<file path="config.mk">
export PLATFORM = sky130hd
export DESIGN_NAME = mem_window_port
export DESIGN_NICKNAME = d
export VERILOG_FILES = /design/src/rtl/mwp_pkg.sv /design/src/rtl/imw_ptr.sv /design/src/rtl/imw_xfer.sv /design/src/rtl/mem_window_port.sv
export SDC_FILE = /design/constraint.sdc
export NUM_CORES = 1
export LEC_CHECK = 0
export BUFFER_PORTS_ARGS = -buffer_cell sky130_fd_sc_hd__buf_4
export CAP_MARGIN = 10
export CORE_UTILIZATION = 39
export DETAILED_ROUTE_END_ITERATION = 8
export GPL_TIMING_DRIVEN = 0
export PLACE_DENSITY = 0.65
export SLEW_MARGIN = 20
export SYNTH_ARGS = -nofsm -noshare
export SYNTH_HDL_FRONTEND = slang
export SYNTH_HIERARCHICAL = 1
export SYNTH_SLANG_ARGS = --single-unit
export TNS_END_PERCENT = 50
</file>
<file path="constraint.sdc">
create_clock -name clk -period 3.2 [get_ports clk]
set_input_delay 0.32 -clock clk [delete_from_list [all_inputs] [get_ports clk]]
set_output_delay 0.32 -clock clk [all_outputs]
set_load 0.02 [all_outputs]
</file>
<file path="src/rtl/mwp_pkg.sv">
package mwp_pkg;
  localparam int DATA_W = 32;
  localparam int BE_W   = DATA_W / 8;
  localparam int STEP   = BE_W;

  localparam logic [7:0] OFF_M_RPTR = 8'h0C;
  localparam logic [7:0] OFF_M_WPTR = 8'h10;
  localparam logic [7:0] OFF_M_WDAT = 8'h18;
  localparam logic [7:0] OFF_M_RDAT = 8'h1C;
  localparam logic [7:0] OFF_P_WADR = 8'h44;
  localparam logic [7:0] OFF_P_RADR = 8'h48;
  localparam logic [7:0] OFF_P_WDAT = 8'h4C;
  localparam logic [7:0] OFF_P_RDAT = 8'h50;

  typedef struct packed {
    logic [1:0]  cnt;
    logic [15:0] off;
  } padr_t;

  function automatic logic [BE_W-1:0] cnt_to_be(input logic [1:0] cnt);
    logic [BE_W:0] one_hot;
    one_hot = (BE_W+1)'(1) << (cnt + 2'd1 == 2'd0 ? 3'd4 : {1'b0, cnt + 2'd1});
    return BE_W'(one_hot - (BE_W+1)'(1));
  endfunction

  function automatic logic [DATA_W-1:0] be_mask(input logic [BE_W-1:0] be);
    logic [DATA_W-1:0] m;
    for (int i = 0; i < BE_W; i++) m[i*8 +: 8] = {8{be[i]}};
    return m;
  endfunction
endpackage

</file>
<file path="src/rtl/imw_ptr.sv">
module imw_ptr #(
  parameter int W    = 32,
  parameter int STEP = 4
) (
  input  logic         clk,
  input  logic         rst,
  input  logic         load,
  input  logic [W-1:0] ld_val,
  input  logic         step,
  output logic [W-1:0] q
);
  always_ff @(posedge clk) begin
    if (rst)       q <= '0;
    else if (load) q <= ld_val;
    else if (step) q <= q + W'(STEP);
  end
endmodule

</file>
<file path="src/rtl/imw_xfer.sv">
module imw_xfer #(
  parameter int AW = 32,
  parameter int DW = 32,
  localparam int BW = DW / 8
) (
  input  logic          clk,
  input  logic          rst,
  input  logic          launch,
  input  logic          l_we,
  input  logic          l_per,
  input  logic [AW-1:0] l_addr,
  input  logic [DW-1:0] l_wdata,
  input  logic [BW-1:0] l_be,
  input  logic          ready,
  output logic          valid,
  output logic          we,
  output logic          per,
  output logic [AW-1:0] addr,
  output logic [DW-1:0] wdata,
  output logic [BW-1:0] be,
  output logic          cmpl
);
  always_ff @(posedge clk) begin
    if (rst) begin
      valid <= 1'b0;
      we    <= 1'b0;
      per   <= 1'b0;
      addr  <= '0;
      wdata <= '0;
      be    <= '0;
    end else if (launch) begin
      valid <= 1'b1;
      we    <= l_we;
      per   <= l_per;
      addr  <= l_addr;
      wdata <= l_wdata;
      be    <= l_be;
    end else if (valid && ready) begin
      valid <= 1'b0;
    end
  end

  assign cmpl = valid & ready;

  p_req_hold_r9: assert property (@(posedge clk) disable iff (rst)
    (valid && !ready) |=> (valid && $stable(addr) && $stable(wdata) && $stable(be)));
endmodule

</file>
<file path="src/rtl/mem_window_port.sv">
module mem_window_port
  import mwp_pkg::*;
#(
  parameter int HA_W = 8,
  parameter int IA_W = 32
) (
  input  logic              clk,
  input  logic              rst,
  input  logic              acc_grant,
  input  logic              hreg_wr,
  input  logic              hreg_rd,
  input  logic [HA_W-1:0]   hreg_addr,
  input  logic [DATA_W-1:0] hreg_wdata,
  output logic [DATA_W-1:0] hreg_rdata,
  output logic              hreg_rvalid,
  output logic              busy,
  output logic              acc_err,
  output logic              ireq_valid,
  output logic              ireq_we,
  output logic              ireq_periph,
  output logic [IA_W-1:0]   ireq_addr,
  output logic [BE_W-1:0]   ireq_be,
  output logic [DATA_W-1:0] ireq_wdata,
  input  logic              ireq_ready,
  input  logic [DATA_W-1:0] ireq_rdata
);
  localparam logic [DATA_W-1:0] ALL_ONES = '1;

  logic [IA_W-1:0]   rptr, wptr;
  padr_t             pwa, pra;
  logic [DATA_W-1:0] rbuf;
  logic              prd_wait;
  logic              cmpl;

  logic              r_load, r_step, w_load, w_step;
  logic              launch, l_we, l_per, deny;
  logic [IA_W-1:0]   l_addr;
  logic [DATA_W-1:0] l_wdata;
  logic [BE_W-1:0]   l_be;

  wire is_wr = hreg_wr && !busy;
  wire is_rd = hreg_rd && !busy;

  always_comb begin
    r_load = 1'b0; r_step = 1'b0; w_load = 1'b0; w_step = 1'b0;
    launch = 1'b0; l_we = 1'b0; l_per = 1'b0; deny = 1'b0;
    l_addr = '0;   l_wdata = hreg_wdata; l_be = '1;
    if (is_wr) begin
      unique case (hreg_addr)
        OFF_M_RPTR: begin
          r_load = 1'b1;
          launch = acc_grant;
          l_addr = IA_W'(hreg_wdata);
        end
        OFF_M_WPTR: w_load = 1'b1;
        OFF_M_WDAT: begin
          launch = acc_grant; w_step = acc_grant; deny = !acc_grant;
          l_we = 1'b1; l_addr = wptr;
        end
        OFF_P_WDAT: begin
          launch = acc_grant; deny = !acc_grant;
          l_we = 1'b1; l_per = 1'b1;
          l_addr = IA_W'(pwa.off); l_be = cnt_to_be(pwa.cnt);
        end
        default: ;
      endcase
    end else if (is_rd) begin
      unique case (hreg_addr)
        OFF_M_RDAT: begin
          launch = acc_grant; r_step = acc_grant; deny = !acc_grant;
          l_addr = rptr + IA_W'(STEP);
        end
        OFF_P_RDAT: begin
          launch = acc_grant; deny = !acc_grant; l_per = 1'b1;
          l_addr = IA_W'(pra.off); l_be = cnt_to_be(pra.cnt);
        end
        default: ;
      endcase
    end
  end

  imw_ptr #(.W(IA_W), .STEP(STEP)) u_rptr (
    .clk(clk), .rst(rst), .load(r_load), .ld_val(IA_W'(hreg_wdata)),
    .step(r_step), .q(rptr));

  imw_ptr #(.W(IA_W), .STEP(STEP)) u_wptr (
    .clk(clk), .rst(rst), .load(w_load), .ld_val(IA_W'(hreg_wdata)),
    .step(w_step), .q(wptr));

  imw_xfer #(.AW(IA_W), .DW(DATA_W)) u_xfer (
    .clk(clk), .rst(rst), .launch(launch), .l_we(l_we), .l_per(l_per),
    .l_addr(l_addr), .l_wdata(l_wdata), .l_be(l_be), .ready(ireq_ready),
    .valid(ireq_valid), .we(ireq_we), .per(ireq_periph), .addr(ireq_addr),
    .wdata(ireq_wdata), .be(ireq_be), .cmpl(cmpl));

  assign busy = ireq_valid | prd_wait;

  always_ff @(posedge clk) begin
    if (rst) begin
      pwa         <= '0;
      pra         <= '0;
      rbuf        <= '0;
      prd_wait    <= 1'b0;
      acc_err     <= 1'b0;
      hreg_rdata  <= '0;
      hreg_rvalid <= 1'b0;
    end else begin
      hreg_rvalid <= 1'b0;
      if (deny) acc_err <= 1'b1;
      if (is_wr && hreg_addr == OFF_P_WADR) pwa <= '{cnt: hreg_wdata[25:24], off: hreg_wdata[15:0]};
      if (is_wr && hreg_addr == OFF_P_RADR) pra <= '{cnt: hreg_wdata[25:24], off: hreg_wdata[15:0]};
      if (is_rd) begin
        hreg_rvalid <= 1'b1;
        unique case (hreg_addr)
          OFF_M_RPTR: hreg_rdata <= DATA_W'(rptr);
          OFF_M_WPTR: hreg_rdata <= DATA_W'(wptr);
          OFF_P_WADR: hreg_rdata <= {6'd0, pwa.cnt, 8'd0, pwa.off};
          OFF_P_RADR: hreg_rdata <= {6'd0, pra.cnt, 8'd0, pra.off};
          OFF_M_RDAT: hreg_rdata <= acc_grant ? rbuf : ALL_ONES;
          OFF_P_RDAT: begin
            hreg_rdata <= ALL_ONES;
            if (acc_grant) begin
              hreg_rvalid <= 1'b0;
              prd_wait    <= 1'b1;
            end
          end
          default: hreg_rdata <= '0;
        endcase
      end
      if (cmpl && !ireq_we) begin
        if (ireq_periph) begin
          hreg_rdata  <= ireq_rdata & be_mask(ireq_be);
          hreg_rvalid <= 1'b1;
          prd_wait    <= 1'b0;
        end else begin
          rbuf <= ireq_rdata;
        end
      end
    end
  end

  p_err_sticky_r8: assert property (@(posedge clk) disable iff (rst)
    acc_err |=> acc_err);
  p_nogrant_noreq_r8: assert property (@(posedge clk) disable iff (rst)
    ((hreg_wr || hreg_rd) && !acc_grant && !busy) |=> !ireq_valid);
  p_wdat_issue_r2: assert property (@(posedge clk) disable iff (rst)
    (hreg_wr && hreg_addr == OFF_M_WDAT && acc_grant && !busy)
      |=> (ireq_valid && ireq_we && !ireq_periph));
  p_mem_be_r2: assert property (@(posedge clk) disable iff (rst)
    (ireq_valid && !ireq_periph) |-> ireq_be == '1);
  p_be_shape_r6: assert property (@(posedge clk) disable iff (rst)
    ireq_valid |-> $onehot({1'b0, ireq_be} + (BE_W+1)'(1)));
  p_rvalid_next_r11: assert property (@(posedge clk) disable iff (rst)
    (hreg_rd && !busy && !(hreg_addr == OFF_P_RDAT && acc_grant)) |=> hreg_rvalid);
endmodule

</file>
==> out/qor.csv <==
stage,metric,value,unit
final_layout,n_fill_cell,3288,
placed_design,placed_cell_area,0.0149,mm²
yosys,synthMuxAreaShare,0.0621,
critical_path,crit_start,hreg_addr[5],
yosys,syn_avg_cell_area,7.99,µm²
final_layout,final_cells,2307,
floorplanning,ios,184,
sta,slew_violations,0,
critical_path,endpoint_kind,flip-flop,
sta,finalCritPeriodShare,0.984,
yosys,ys.flop_type,dfxtp_1,
clock_tree,path_clk_slew,60,ps
yosys,synth_edf_count,0,
global_routing,grt-ovfl-total,0,
global_routing,grt_busiest_layer,met2,
placed_design,preCtsSetupSlack,-730,ps
critical_path,critPathKind,input pin to flip-flop,
yosys,syn_nets,1708,
critical_path,worstPathRequired,3660,ps
yosys,ys_seq_area_frac,0.368,
drt,drt-vias-per-instance,6.11,
pwr,p_per_area,427,mW/mm²
clock_tree,cts-root-buf,clkbuf_16,
final_layout,area_growth,23.6,%
hold_path,holdCritPathClass,input pin to flip-flop,
yosys,yosysTopAreaCellShare,0.368,
sta,finalWorstSetupSlack,51.6,ps
pwr,p_int,5.14,mW
final_layout,layout_commonest_cell,nand2_1,
global_routing,gr-usage-met3,0.0555,
floorplanning,start_util,0.397,
placed_design,numPortBuffers,183,
clock_tree,cts_made_buffers,28,
yosys,synth_adder_area_share,0.00869,
critical_path,regToRegEndpoint,u_rptr/q[28],
yosys,synth_area,0.0130,mm²
drt,drt_first_iter_violations,1824,
pwr,power,6.83,mW
final_layout,final_area,0.0160,mm²
sta,setup_violations,0,
final_layout,layout_common_cells,"nand2_1 (263), dfxtp_1 (238), buf_4 (184)",
pwr,comb_power_share,0.076,
global_routing,grt_pass1_wl,80.4,mm
sta,slew-limit-headroom,0.363,
floorplanning,rows,66,
critical_path,r2r-start,u_xfer/valid,
drt,wl_per_cell,23.9,µm
global_routing,grtUsageTotal,0.317,
pwr,swShare,0.248,
critical_path,rr_worst_depth,10,
sta,rsz0062_at_grt,false,
job,max-cap-violations,0,
critical_path,cp_max_fo,10,
sta,fin_crit,3150,ps
yosys,syn_inst,1621,
placed_design,dp_cells,2246,
critical_path,cp.arrival,3610,ps
critical_path,start_kind,input pin,
yosys,synth_top_area_cell,dfxtp_1,
clock_tree,cts_tree,yes,
yosys,synth_top_family_by_area,simple AND/OR/NAND/NOR gates,
pwr,p_switching,1.69,mW
pwr,leakage,5.53,nW
final_layout,final_util,0.491,
global_routing,grt_pass1_vias,12900,
floorplanning,die_w,184,µm
drt,ant_nets,0,
global_routing,use_met2,0.490,
yosys,synth_compound_area_frac,0.230,
clock_tree,htreeDepth,1,
drt,via_count,14100,
global_routing,antenna_found_initial,1,
yosys,yosysUniqueCellTypes,69,
yosys,synth-seq-cells,238,
pwr,clockPowerShare,0.482,
yosys,synthXorXnorAreaFrac,0.0325,
critical_path,endpoint,u_wptr/q[28],
floorplanning,die_h,184,µm
clock_tree,cts_sinks,238,
floorplanning,core_area,0.0326,mm²
sta,hold_violations,0,
yosys,synth_area_leaders,"dfxtp_1 (37%), nand2_1 (7.7%), mux2i_1 (6.0%), a21oi_1 (5.1%), nor2_1 (4.3%)",
sta,tightest_slew,954,ps
yosys,yosys_warnings,6,
pwr,p_seq_frac,0.441,
global_routing,grt_max_degree,15,
final_layout,layout.nets,1932,
pwr,vdd_drop_max,378,µV
placed_design,dp_hpwl,41.5,mm
placed_design,gp_congestion,1.00,
yosys,synthArstFlopShare,0,
drt,route.detailed.drc,0,
clock_tree,clk-insertion-delay-late,570,ps
sta,skew,23.8,ps
sta,max_freq,318,MHz
yosys,synth-simple-area-share,0.247,
final_layout,n_antenna_cell,0,
final_layout,drive_above_1_share,0.162,
clock_tree,clk_path_buf_depth,3,
global_routing,use_met1,0.437,
drt,totalWireLength,55.1,mm
drt,firstDrtPassIters,8,
critical_path,r2r_setup_slack,110,ps
floorplanning,die_area,0.0339,mm²
status,status,"finished, final reports clean",
worst min path at each step:
stage              end  slack [ps]           from  cells past startpoint
2_1_floorplan  rbuf[0]         430        rbuf[0]                      2
3_5_place_dp   rbuf[7]         450        rbuf[7]                      2
3_3_place_gp   rbuf[7]         440        rbuf[7]                      2
5_1_grt        rbuf[3]          20  ireq_rdata[3]                      3
6_report       rbuf[0]          20  ireq_rdata[0]                      3
4_1_cts        rbuf[0]           4  ireq_rdata[0]                      3
cell type report:
cell class / count / area, µm² / area share
sequential: 238 / 4760 / 0.298
timing repair buffer: 196 / 1500 / 0.0938
tap: 442 / 553 / 0.0346
buffer: 121 / 601 / 0.0375
multi-input combinational: 1238 / 7560 / 0.472
inverter: 22 / 82.6 / 0.00516
clock buffer: 42 / 843 / 0.0527
clock inverter: 8 / 104 / 0.00649
per-layer routing:
layer / up-vias / share of wire
met4: 0 / 0.038
li1: 6399 / -
met3: 112 / 0.10
met1: 6758 / 0.42
met2: 838 / 0.44
met5: - / 0
worst max-delay path, stage by stage:
cell and delay, ps:
buf_4 140, nor4b_2 680, and3_1 270, clkbuf_1 160
clkbuf_2 350, and3_1 300, buf_2 300, nand4_1 120
or2_2 310, or4_1 400, a311oi_1 250
sequential cells by signal, summed over array words and instances (netlist names):
signal	cells
acc_err	1
pra	18
prd_wait	1
pwa	18
u_wptr/q	32
u_rptr/q	32
u_xfer/addr	32
hreg_rvalid	1
u_xfer/we	1
hreg_rdata	32
u_xfer/valid	1
u_xfer/wdata	32
u_xfer/per	1
rbuf	32
u_xfer/be	4
power groups by stage:
stage | logic (mW) | clock network (mW) | registers, mW
floorplan | 0.170 | 0 | 3.11
global placement | 0.487 | 0 | 3.08
detailed placement | 0.491 | 0 | 3.08
CTS | 0.507 | 3.35 | 3.01
global route | 0.546 | 3.47 | 3.02
finish | 0.521 | 3.30 | 3.02
cells by family after synthesis:
kind of cell	count (synthesis)
xor+xnor	48
fa+ha+maj	9
flops	238
mux	80
simple gates	652
buf+inv	145
compound gates	449
Yosys cell counts (all sizes together) (17+ instances only):
master,n
and2,17
nand2,264
and3,19
inv,21
nand3,31
xor2,37
nor4,27
nand4,46
buf,49
nor2,150
a21oi,132
dfxtp,238
mux2i,77
clkbuf,74
a22oi,27
a211oi,29
o21ai,91
repair_timing:
action | 4_1_cts | 5_1_grt
setup endpoints to repair | 31 | 20
pin swaps | 0 | 2
endpoints found under the hold margin | 14 | 0
gates resized for setup | 8 | 8
buffers inserted | 0 | 1
hold buffers | 12 | 0
through the flow:
step	hold slack, ps	TNS [ps]
after floorplan	433	0
after global placement	439	-21970
after detailed placement	445	-23460
after CTS	3.61	0
after global routing	16.6	0
final	15.9	0
(Power assumes the default switching activity.)
